File: src/rtl/ushash_pkg.sv
package ushash_pkg;

    localparam int POOL_W = 2048;

    // Pseudo-random bit pool used as the default key material.
    function automatic logic [POOL_W-1:0] build_pool();
        logic [POOL_W-1:0] pool;
        logic [31:0]       s;
        pool = '0;
        s    = 32'h9E37_79B9;
        for (int w = 0; w < POOL_W / 8; w++) begin
            s = s ^ (s << 13);
            s = s ^ (s >> 17);
            s = s ^ (s << 5);
            pool[w*8 +: 8] = s[7:0] ^ s[15:8];
        end
        return pool;
    endfunction

    localparam logic [POOL_W-1:0] KEY_POOL = build_pool();

endpackage

File: src/rtl/ushash_fold.sv
module ushash_fold #(
    parameter int IN_W  = 48,
    parameter int IDX_W = 8,
    parameter logic [IN_W*IDX_W-1:0] KEYS = '0
) (
    input  logic [IN_W-1:0]  din,
    output logic [IDX_W-1:0] hash
);

    logic [IDX_W-1:0] gated [IN_W];

    // One AND gate row per input bit: the bit selects its key word.
    for (genvar b = 0; b < IN_W; b++) begin : g_gate
        assign gated[b] = KEYS[b*IDX_W +: IDX_W] & {IDX_W{din[b]}};
    end

    always_comb begin
        hash = '0;
        for (int b = 0; b < IN_W; b++) begin
            hash = hash ^ gated[b];
        end
    end

endmodule

File: src/rtl/ushash_lane.sv
module ushash_lane #(
    parameter int IN_W  = 48,
    parameter int IDX_W = 8,
    parameter logic [IN_W*IDX_W-1:0] KEYS = '0
) (
    input  logic             clk,
    input  logic             rst_n,
    input  logic             load,
    input  logic [IN_W-1:0]  din,
    output logic [IDX_W-1:0] idx
);

    logic [IDX_W-1:0] hash_d;

    ushash_fold #(
        .IN_W (IN_W),
        .IDX_W(IDX_W),
        .KEYS (KEYS)
    ) u_fold (
        .din (din),
        .hash(hash_d)
    );

    always_ff @(posedge clk) begin
        if (!rst_n) begin
            idx <= '0;
        end else if (load) begin
            idx <= hash_d;
        end
    end

endmodule

File: src/rtl/sig_hash_bank.sv
module sig_hash_bank
    import ushash_pkg::*;
#(
    parameter int NUM_FIELDS = 6,
    parameter int FIELD_W    = 8,
    parameter int IDX_W      = 8,
    parameter int NUM_HASH   = 3,
    parameter logic [NUM_HASH*NUM_FIELDS*FIELD_W*IDX_W-1:0] KEYS =
        KEY_POOL[NUM_HASH*NUM_FIELDS*FIELD_W*IDX_W-1:0]
) (
    input  logic                         clk,
    input  logic                         rst_n,
    input  logic                         in_valid,
    input  logic [NUM_FIELDS*FIELD_W-1:0] sig_fields,
    output logic                         out_valid,
    output logic [NUM_HASH*IDX_W-1:0]    out_index
);

    localparam int IN_W     = NUM_FIELDS * FIELD_W;
    localparam int LANE_KEY = IN_W * IDX_W;

    for (genvar j = 0; j < NUM_HASH; j++) begin : g_lane
        ushash_lane #(
            .IN_W (IN_W),
            .IDX_W(IDX_W),
            .KEYS (KEYS[j*LANE_KEY +: LANE_KEY])
        ) u_lane (
            .clk  (clk),
            .rst_n(rst_n),
            .load (in_valid),
            .din  (sig_fields),
            .idx  (out_index[j*IDX_W +: IDX_W])
        );
    end

    always_ff @(posedge clk) begin
        if (!rst_n) begin
            out_valid <= 1'b0;
        end else begin
            out_valid <= in_valid;
        end
    end

endmodule

File: config.mk
export PLATFORM = sky130hd
export DESIGN_NAME = sig_hash_bank
export DESIGN_NICKNAME = d
export VERILOG_FILES = /design/src/rtl/ushash_pkg.sv /design/src/rtl/ushash_fold.sv /design/src/rtl/ushash_lane.sv /design/src/rtl/sig_hash_bank.sv
export SDC_FILE = /design/constraint.sdc
export NUM_CORES = 1
export LEC_CHECK = 0
export ABC_CLOCK_PERIOD_IN_PS = 2900
export BUFFER_PORTS_ARGS = -buffer_cell sky130_fd_sc_hd__buf_2
export CORE_MARGIN = 2
export CORE_UTILIZATION = 50
export DETAILED_ROUTE_END_ITERATION = 7
export GPL_ROUTABILITY_DRIVEN = 0
export PLACE_DENSITY_LB_ADDON = 0.3
export REMOVE_ABC_BUFFERS = 1
export SLEW_MARGIN = 20
export SYNTH_ARGS = -nofsm -noshare
export SYNTH_HDL_FRONTEND = slang
export SYNTH_HIERARCHICAL = 1
export SYNTH_SLANG_ARGS = --single-unit
export TNS_END_PERCENT = 50
File: constraint.sdc
create_clock -name clk -period 2.9 [get_ports clk]
set_clock_uncertainty 0.2 [all_clocks]
set_input_delay 0.87 -clock clk [delete_from_list [all_inputs] [get_ports clk]]
set_output_delay 0.87 -clock clk [all_outputs]
set_load 0.01 [all_outputs]
### Yosys cells after proc, flatten, opt, wreduce, memory -nomap -nowiden

Index checks and enable logic that the tools add are counted.

* word-level logic and storage cells: 145
* output and inout port bits: 25
* register bits after elaboration: 25
* input port bits: 51

* bitwise gates (word level): 141

Operators with widths (count)
* XOR 8 bit: 69
* XOR 8 x 7 -> 8 bit: 39
* XOR 8 x 5 -> 8 bit: 12
* XOR 8 x 6 -> 8 bit: 10
* XOR 8 x 4 -> 8 bit: 4
* XOR 8 x 2 -> 8 bit: 2
* XOR 8 x 3 -> 8 bit: 2
* XOR 8 x 1 -> 8 bit: 1
* XOR 7 x 6 -> 7 bit: 1
* XOR 7 bit: 1

### Depth between registers and ports, before layout

Gate-level depths: netlist (run 1).

* depth in word-level cells: 47
* gate-level depth with buffers: 6
* gate-level depth less buffers: 6

### Modules after synthesis

The synthesis (run 1) kept the hierarchy.

Modules (own cells, without submodules)
* ushash_fold at g_lane[1].u_lane.u_fold: instances 1, area an instance 1039.7 sq um, sequential area each 0.0 sq um, cells an instance 81
* ushash_fold at g_lane[0].u_lane.u_fold: instances 1, area an instance 1009.7 sq um, sequential area each 0.0 sq um, cells an instance 80
* ushash_fold at g_lane[2].u_lane.u_fold: instances 1, area an instance 993.5 sq um, sequential area each 0.0 sq um, cells an instance 85
* ushash_lane: instances 3, area an instance 301.5 sq um, sequential area each 160.2 sq um, cells an instance 25
* sig_hash_bank: instances 1, area an instance 26.3 sq um, sequential area each 20.0 sq um, cells an instance 2

### Worst setup path before layout (run 1)

No wires, ideal clock.

* kind: input to register
* from: input sig_fields[8]
* to: register g_lane[0].u_lane.idx[1]
* buffers on the path: 0
* arrival time: 2467 ps
* library setup time: 116 ps
* required time: 2584 ps
* stages on the path: 6
* setup slack: 117 ps
* cells stage by stage: xnor3_2 -> xnor2_2 -> xor3_2 -> xnor3_1 -> mux2i_1 -> nor2b_1

* longest elaborated chain between the ends: 40

Ends and longest elaborated chain
* from (decl): RTL line sig_hash_bank.sv:14 `input logic [NUM_FIELDS*FIELD_W-1:0] sig_fields,`
* XOR 8 bit (2 in a row): RTL line ushash_fold.sv:20 `hash = hash ^ gated[b];`
* XOR 8 x 7 -> 8 bit: RTL line ushash_fold.sv:20
* XOR 8 x 5 -> 8 bit: RTL line ushash_fold.sv:20
* XOR 8 x 7 -> 8 bit (2 in a row): RTL line ushash_fold.sv:20
* XOR 8 bit: RTL line ushash_fold.sv:20
* XOR 8 x 5 -> 8 bit: RTL line ushash_fold.sv:20
* XOR 8 x 7 -> 8 bit: RTL line ushash_fold.sv:20
* XOR 8 x 5 -> 8 bit: RTL line ushash_fold.sv:20
* (+21 left out)
* XOR 8 x 7 -> 8 bit (3 in a row): RTL line ushash_fold.sv:20
* XOR 8 x 6 -> 8 bit: RTL line ushash_fold.sv:20
* XOR 8 x 7 -> 8 bit: RTL line ushash_fold.sv:20
* XOR 8 x 4 -> 8 bit: RTL line ushash_fold.sv:20
* XOR 8 bit: RTL line ushash_fold.sv:20
* XOR 8 x 6 -> 8 bit: RTL line ushash_fold.sv:20
* XOR 8 bit: RTL line ushash_fold.sv:20
* via g_lane[0].u_lane.hash_d[1]: RTL line ushash_lane.sv:13 `logic [IDX_W-1:0] hash_d;`
* to (signal assigned): RTL line ushash_lane.sv:28 `idx <= hash_d;`
* to (decl): RTL line ushash_lane.sv:10 `output logic [IDX_W-1:0] idx`

The timed path passes the listed nets, and every way through them passes these cells.
A chain may end at the register's enable or synchronous reset.

### Worst setup path in the final report (run 1)

* from: input sig_fields[16]
* to: register g_lane[2].u_lane.idx[0]

* longest elaborated chain between the ends: 32

Ends and longest elaborated chain (RTL line)
* XOR 8 bit (2 in a row): ushash_fold.sv:20
* XOR 8 x 5 -> 8 bit: ushash_fold.sv:20
* XOR 8 x 3 -> 8 bit: ushash_fold.sv:20
* XOR 8 x 4 -> 8 bit: ushash_fold.sv:20
* XOR 8 bit (2 in a row): ushash_fold.sv:20
* XOR 8 x 7 -> 8 bit (2 in a row): ushash_fold.sv:20
* XOR 8 bit (3 in a row): ushash_fold.sv:20
* XOR 8 x 7 -> 8 bit: ushash_fold.sv:20
* (+8 left out)
* XOR 8 bit (2 in a row): ushash_fold.sv:20
* XOR 8 x 7 -> 8 bit (2 in a row): ushash_fold.sv:20
* XOR 8 bit (3 in a row): ushash_fold.sv:20
* XOR 8 x 7 -> 8 bit: ushash_fold.sv:20
* XOR 8 bit: ushash_fold.sv:20
* XOR 8 x 6 -> 8 bit: ushash_fold.sv:20
* XOR 8 x 7 -> 8 bit: ushash_fold.sv:20
* via g_lane[2].u_lane.hash_d[0]: ushash_lane.sv:13
* to (signal assigned): ushash_lane.sv:28
* to (decl): ushash_lane.sv:10

The timed path passes the listed nets, and every way through them passes these cells.

==> results of run 1 <==
-- layout make-up --
class | count | area [um^2]
multi-input cells | 295 | 3440
fillers | 646 | 2761
repair buffers | 137 | 853.3
flip-flops and latches | 25 | 500.5
well taps | 102 | 127.6
clock buffers | 4 | 45.04
-- worst max-delay path, delay by kind of cell --
| kind | cells | cell delay [ns] |
|---|---|---|
| XOR/XNOR | 4 | 1.49 |
| buffers and inverters | 1 | 0.13 |
| multiplexers | 1 | 0.14 |
| AND/OR/NAND/NOR | 1 | 0.07 |
-- placed cells by master, fill, tap and decap left out, types with 2 or more instances in the layout --
cell type                  synthesis  layout
sky130_fd_sc_hd__xnor2_1         147     147
sky130_fd_sc_hd__buf_2             0      75
sky130_fd_sc_hd__buf_4             0      61
sky130_fd_sc_hd__xnor3_1          50      50
sky130_fd_sc_hd__xor2_1           33      33
sky130_fd_sc_hd__dfxtp_1          25      25
sky130_fd_sc_hd__mux2i_1          24      24
sky130_fd_sc_hd__nor2b_1          24      24
sky130_fd_sc_hd__xnor3_2           6       6
sky130_fd_sc_hd__xnor2_2           5       5
sky130_fd_sc_hd__clkbuf_8          0       3
sky130_fd_sc_hd__xor3_1            2       2
-- kinds of logic after synthesis --
logic type | Yosys count | synth area share (%)
xor+xnor | 246 | 76.57
buf+inv | 3 | 0.8501
simple gates | 25 | 3.936
mux | 24 | 6.045
flops | 25 | 12.59
-- per-layer routing --
| layer | up-vias | GRT usage, % | wire length (um) |
|---|---|---|---|
| met5 | - | 0 | 0 |
| met4 | 0 | 7.966 | 228 |
| met3 | 15 | 3.223 | 913 |
| met2 | 114 | 42.81 | 5024 |
| met1 | 1301 | 35.75 | 4384 |
| li1 | 1331 | - | - |
-- flip-flops by register name, indices dropped and copies added (netlist names) --
register and count:
g_lane.u_lane/idx 24, out_valid 1
-- worst min path at each step --
| stage | start | to | depth (start not counted) |
|---|---|---|---|
| 6_report | g_lane[0].u_lane/idx[6] | g_lane[0].u_lane/idx[6] | 2 |
| 5_1_grt | g_lane[2].u_lane/idx[3] | g_lane[2].u_lane/idx[3] | 2 |
| 4_1_cts | g_lane[0].u_lane/idx[6] | g_lane[0].u_lane/idx[6] | 2 |
| 3_5_place_dp | g_lane[0].u_lane/idx[6] | g_lane[0].u_lane/idx[6] | 2 |
| 3_3_place_gp | g_lane[2].u_lane/idx[3] | g_lane[2].u_lane/idx[3] | 2 |
| 2_1_floorplan | g_lane[0].u_lane/idx[0] | g_lane[0].u_lane/idx[0] | 2 |
-- through the flow --
stage | power [uW] | TNS (ns) | hold slack [ns] | setup slack, ns
after floorplan | 2424 | 0 | 0.3383 | 0.1172
after global placement | 3050 | -0.4188 | 0.2925 | -0.1012
after detailed placement | 3094 | -0.7693 | 0.3014 | -0.1327
after CTS | 3334 | 0 | 0.3275 | 0.1792
after global routing | 3528 | 0 | 0.3393 | 0.03841
final | 3286 | 0 | 0.3193 | 0.1594
-- power by group --
| part | switching, uW | internal (uW) |
|---|---|---|
| Sequential | 63.9 | 490 |
| Clock | 117 | 98.4 |
| Combinational | 969 | 1550 |
| Total | 1150 | 2140 |
==> results.md, run 1 <==
- Transition at the pin with the smallest max-transition slack: 0.7625 ns
- Post-CTS Setup Repair Bufs: 0
- Port bufs: 75
- Row count: 32
- Critical path class: in -> reg
- Final Max Slew Viols: 0
- Routed Antenna Nets: 0
- Top post-synthesis cells by count: sky130_fd_sc_hd__xnor2_1 (147), sky130_fd_sc_hd__xnor3_1 (50), sky130_fd_sc_hd__xor2_1 (33)
- Mapped Cells: 323
- Total clock buffers created by CTS: 3
- Clock tree from TritonCTS: done
- Library cell appearing most often on the critical path: sky130_fd_sc_hd__xnor3_1
- Biggest area consumer among synthesized cells: sky130_fd_sc_hd__xnor2_1
- CP required: 2.87 ns
- Pleak: 0.002466 uW
- Share of layout cells above drive strength 1: 33.41%
- Most instantiated library cell after synthesis: sky130_fd_sc_hd__xnor2_1
- # hold bufs at CTS: 0
- Final instance area: 4966 um^2
- Peak ir drop on the vdd network: 0.0003922 V
- Critical path endpoint category: flop
- Run status: complete, no violations
- Insertion delay to the later sink of the worst-skew pair: 0.27 ns
- Total cell area at the placement stage: 4921 um^2
- Number of flops mapped to enable cells by yosys: 0
- Core ar.: 7727 um^2
- Via count of the first global-routing pass: 2915
- Setup repair after global routing missed its margin: no
- Average wire per standard cell: 18.74 um
- 1st-iter DRT viols: 231
- Initial Util: 51.42%
- Cell area after technology mapping: 3974 um^2
- Largest net degree at the start of global routing: 26
- Number of H-tree branching levels: 1
- Remaining global-route overflow: 0
- Initial antenna violation count: 0
- Number of cells after detailed placement: 559
- Arrival time at the worst endpoint: 2.71 ns
- Synth top area share: 32.40%
- Final core utilization: 64.26%
- Final Instance Count excl. Fillers: 563
- Global-route total usage across every layer: 25.94%
- Clk pin slew, worst setup/hold paths: 0.10 ns
- Launching point of the worst reg2reg path: g_lane[2].u_lane/idx[0]
- Total number of vias: 2761
- Share of async-settable or async-resettable flops after synthesis: 0%
- Minimum period implied by the final worst setup slack: 2.741 ns
- Width of the chip: 93.15 um
- Buffer depth of the longest clock path: 2
- Pwr Density: 661.7 nW/um^2
- Synth-to-layout area growth: 24.97%
- Routed WL: 10550 um
- Synth top area cells: sky130_fd_sc_hd__xnor2_1 (32%), sky130_fd_sc_hd__xnor3_1 (28%), sky130_fd_sc_hd__dfxtp_1 (13%), sky130_fd_sc_hd__xor2_1 (7.3%), sky130_fd_sc_hd__mux2i_1 (6.0%)
- Fraction of the yosys area taken by sequential cells: 12.59%
- CP peak stage delay: 0.46 ns
- Cell type of the slowest stage on the worst timing path: sky130_fd_sc_hd__xnor3_2
- Cell at the root of the clock tree: sky130_fd_sc_hd__clkbuf_8
- Global-route wire length before repair: 16450 um
- Post-detailed-route via-to-cell ratio: 4.904
- Cell-by-cell listing of the critical path: buf_2 > xnor2_1 > xnor3_2 > xnor3_1 > xnor3_1 > mux2i_1 > nor2b_1
- Die area: 8677 um^2
- Most used flip-flop cell after synthesis: sky130_fd_sc_hd__dfxtp_1
- Number of clock sinks: 25
- Fmax: 364.9 MHz
- Number of top-level pins: 76
- Max cap viols: 0
- Number of different library cells in the post-synthesis netlist: 14
- Yosys warning total: 6
- Start point of the critical path: sig_fields[16]
- Synth Register Bits: 25
- Number of diodes: 0
- Number of optimization iterations in the first detailed-route pass: 4
- Worst setup SP type: input pin
- HPWL after detailed placement: 8813 um
- Register-to-register setup slack: 2.03 ns
- Final hold violations: 0
- CP Max Fanout: 3
- Mean area per synthesized cell: 12.30 um^2
- Relative slew slack: 49.16%
- Resize count post-CTS: 0
- Cells on worst reg2reg path: 2
- Count of nets after finishing: 513
- Worst hold path class: reg -> reg
- Crit path capture: g_lane[2].u_lane/idx[0]
- Part of the cycle the worst path needs: 94.50%
- # DRC: 0
- Critical R2R Capture: g_lane[2].u_lane/idx[0]
- Final setup violation count: 0
- Die Ht: 93.15 um
No activity file was read; power rests on OpenSTA's default activity.
==> run 2, diff against run 1 <==
--- a/config.mk
+++ b/config.mk
@@ -5,7 +5,7 @@
 export SDC_FILE = /design/constraint.sdc
 export NUM_CORES = 1
 export LEC_CHECK = 0
-export ABC_CLOCK_PERIOD_IN_PS = 2900
+export ABC_CLOCK_PERIOD_IN_PS = 3400
 export BUFFER_PORTS_ARGS = -buffer_cell sky130_fd_sc_hd__buf_2
 export CORE_MARGIN = 2
 export CORE_UTILIZATION = 50
@@ -13,6 +13,7 @@
 export GPL_ROUTABILITY_DRIVEN = 0
 export PLACE_DENSITY_LB_ADDON = 0.3
 export REMOVE_ABC_BUFFERS = 1
+export SETUP_SLACK_MARGIN = 0.5
 export SLEW_MARGIN = 20
 export SYNTH_ARGS = -nofsm -noshare
 export SYNTH_HDL_FRONTEND = slang
==> constraint.sdc (replaced) <==
create_clock -name clk -period 3.4 [get_ports clk]
set_clock_uncertainty 0.2 [all_clocks]
set_input_delay 1.02 -clock clk [delete_from_list [all_inputs] [get_ports clk]]
set_output_delay 1.02 -clock clk [all_outputs]
set_load 0.01 [all_outputs]
==> run 2 against run 1 <==
Net effect: global-route usage down 1.5 points; setup slack gained 0.39 ns; non-clock buffer count is 50 lower; via count decreased by 4.8%; largest cell class unchanged.
==> results.md, run 2 (synthesis gave the netlist of run 1 again) <==
- Final setup violation count: 0
- Buffer depth of the longest clock path: 2
- Pleak: 0.002253 uW
- Routed Antenna Nets: 0
- Cell-by-cell listing of the critical path: buf_2 > xnor2_1 > xnor2_1 > xnor2_1 > xnor3_1 > mux2i_1 > nor2b_1
- Combinational group share of total power: 75.7%
- Total number of vias: 2628
- Setup repair after global routing missed its margin: yes
- Number of clock sinks: 25
- Switching power of the nets: 983.7 uW
- Fmax: 350.2 MHz
- Fraction of power consumed by the clock network: 7.0%
- Core ar.: 7727 um^2
- Max cap viols: 0
- Clock tree from TritonCTS: done
- Library cell appearing most often on the critical path: sky130_fd_sc_hd__xnor2_1
- Via count of the first global-routing pass: 2600
- Critical path endpoint category: flop
- Switching power share of the total: 36.14%
- Worst hold path class: reg -> reg
- Critical path class: in -> reg
- Count of nets after finishing: 463
- Most used cells in the layout excluding fill and tap cells: sky130_fd_sc_hd__xnor2_1 (142), sky130_fd_sc_hd__buf_2 (75), sky130_fd_sc_hd__xnor3_1 (49)
- Filler cell count in the final layout: 644
- Insertion delay to the later sink of the worst-skew pair: 0.28 ns
- Transition at the pin with the smallest max-transition slack: 0.7586 ns
- Port bufs: 75
- Most common cell after layout, fill and taps aside: sky130_fd_sc_hd__xnor2_1
- Number of H-tree branching levels: 1
- Remaining global-route overflow: 0
- Die Ht: 93.15 um
- Initial Util: 51.42%
- Total clock buffers created by CTS: 3
- Global-route total usage across every layer: 24.43%
- Setup TNS: 0 ns
- Arrival time at the worst endpoint: 2.84 ns
- Cell at the root of the clock tree: sky130_fd_sc_hd__clkbuf_8
- Pwr Density: 587.9 nW/um^2
- Cell type of the slowest stage on the worst timing path: sky130_fd_sc_hd__xnor2_1
- Synth-to-layout area growth: 16.50%
- Peak ir drop on the vdd network: 0.0003316 V
- Minimum period implied by the final worst setup slack: 2.855 ns
- Total cell area at the placement stage: 4518 um^2
- Largest registers ranked by flip-flop count: g_lane.u_lane/idx x24, out_valid x1
- Number of optimization iterations in the first detailed-route pass: 4
- Die area: 8677 um^2
- Final instance area: 4629 um^2
- CP required: 3.39 ns
- Clk pin slew, worst setup/hold paths: 0.10 ns
- Worst setup SP type: input pin
- HPWL after detailed placement: 8276 um
- Initial antenna violation count: 0
- Final hold violations: 0
- Width of the chip: 93.15 um
- CP Max Fanout: 7
- Flip-flop count of the largest register, all copies and words added: 24
- Top register by number of flip-flops: g_lane.u_lane/idx
- # hold bufs at CTS: 0
- Part of the cycle the worst path needs: 83.98%
- Largest net degree at the start of global routing: 26
- Post-detailed-route via-to-cell ratio: 5.123
- Average wire per standard cell: 19.80 um
- Row count: 32
- Routed WL: 10160 um
- Number of diodes: 0
- Share of layout cells above drive strength 1: 27.01%
- Internal cell power: 1738 uW
- # DRC: 0
- Number of top-level pins: 76
- Relative slew slack: 49.42%
- Sequential share of power: 17.3%
- Global-route wire length before repair: 15300 um
- Run status: complete, no violations
- 1st-iter DRT viols: 198
- Final Max Slew Viols: 0
- CP peak stage delay: 0.45 ns
run 2: cell count changes in the layout (fill, tap and decap cells not counted), sizes merged:
cell    previous run  this run
clkbuf             4         3
buf              137        87
clkinv             0         1
run 2: worst paths after layout:
| path | slack [ns] | cells past startpoint | to | startpoint |
|---|---|---|---|---|
| min reg2reg | 0.32 | 2 | g_lane[1].u_lane/idx[4] | g_lane[1].u_lane/idx[4] |
| min | 0.32 | 2 | g_lane[1].u_lane/idx[4] | g_lane[1].u_lane/idx[4] |
| max reg2reg | 2.57 | 2 | g_lane[2].u_lane/idx[4] | g_lane[2].u_lane/idx[4] |
| max | 0.54 | 7 | g_lane[0].u_lane/idx[5] | sig_fields[21] |
run 2: metal layers:
layer | track usage (%) | vias up | wire length, um
li1 | - | 1229 | -
met1 | 34.20 | 1264 | 4342
met2 | 40.28 | 116 | 4717
met3 | 3.143 | 19 | 852
met4 | 6.250 | 0 | 247
met5 | 0 | - | 0
run 2: cell type report:
type / instances / area [um^2] / area share, %
Sequential cell: 25 / 500.5 / 10.81
Timing Repair Buffer: 87 / 465.4 / 10.05
Clock buffer: 3 / 41.29 / 0.8919
Clock inverter: 1 / 5.005 / 0.1081
Multi-Input combinational cell: 295 / 3490 / 75.38
Tap cell: 102 / 127.6 / 2.757
run 2: critical path: cells and delay by family:
family | cells | cell delay (ns)
buffers and inverters | 1 | 0.19
XOR/XNOR | 4 | 1.42
multiplexers | 1 | 0.14
AND/OR/NAND/NOR | 1 | 0.07
run 2: timing repair:
item / 4_1_cts / 5_1_grt
hold endpoints to repair: 0 / 0
pin swaps: 0 / 4
resized for setup: 2 / 5
endpoints found under the setup margin: 6 / 8
setup buffers: 0 / 2
run 2: through the flow:
stage | total power, uW | hold WS (ns) | setup slack (ns) | utilization, % | cells
floorplan | 2067 | 0.3383 | 0.4672 | - | 320
global placement | 2472 | 0.2935 | 0.1942 | 58.47 | 507
detailed placement | 2515 | 0.3038 | 0.1145 | 58.47 | 507
CTS | 2724 | 0.3295 | 0.4825 | 59.26 | 511
global route | 2916 | 0.3457 | 0.4730 | 59.91 | 513
finish | 2722 | 0.3218 | 0.5447 | 59.91 | 513
run 2: power by group through the flow:
stage	Combinational, uW	Clock [uW]	Sequential (uW)
2_1_floorplan	1530	0	541
3_3_place_gp	2000	0	475
3_5_place_dp	2040	0	480
4_1_cts	2050	200	474
5_1_grt	2210	217	487
6_report	2060	191	471
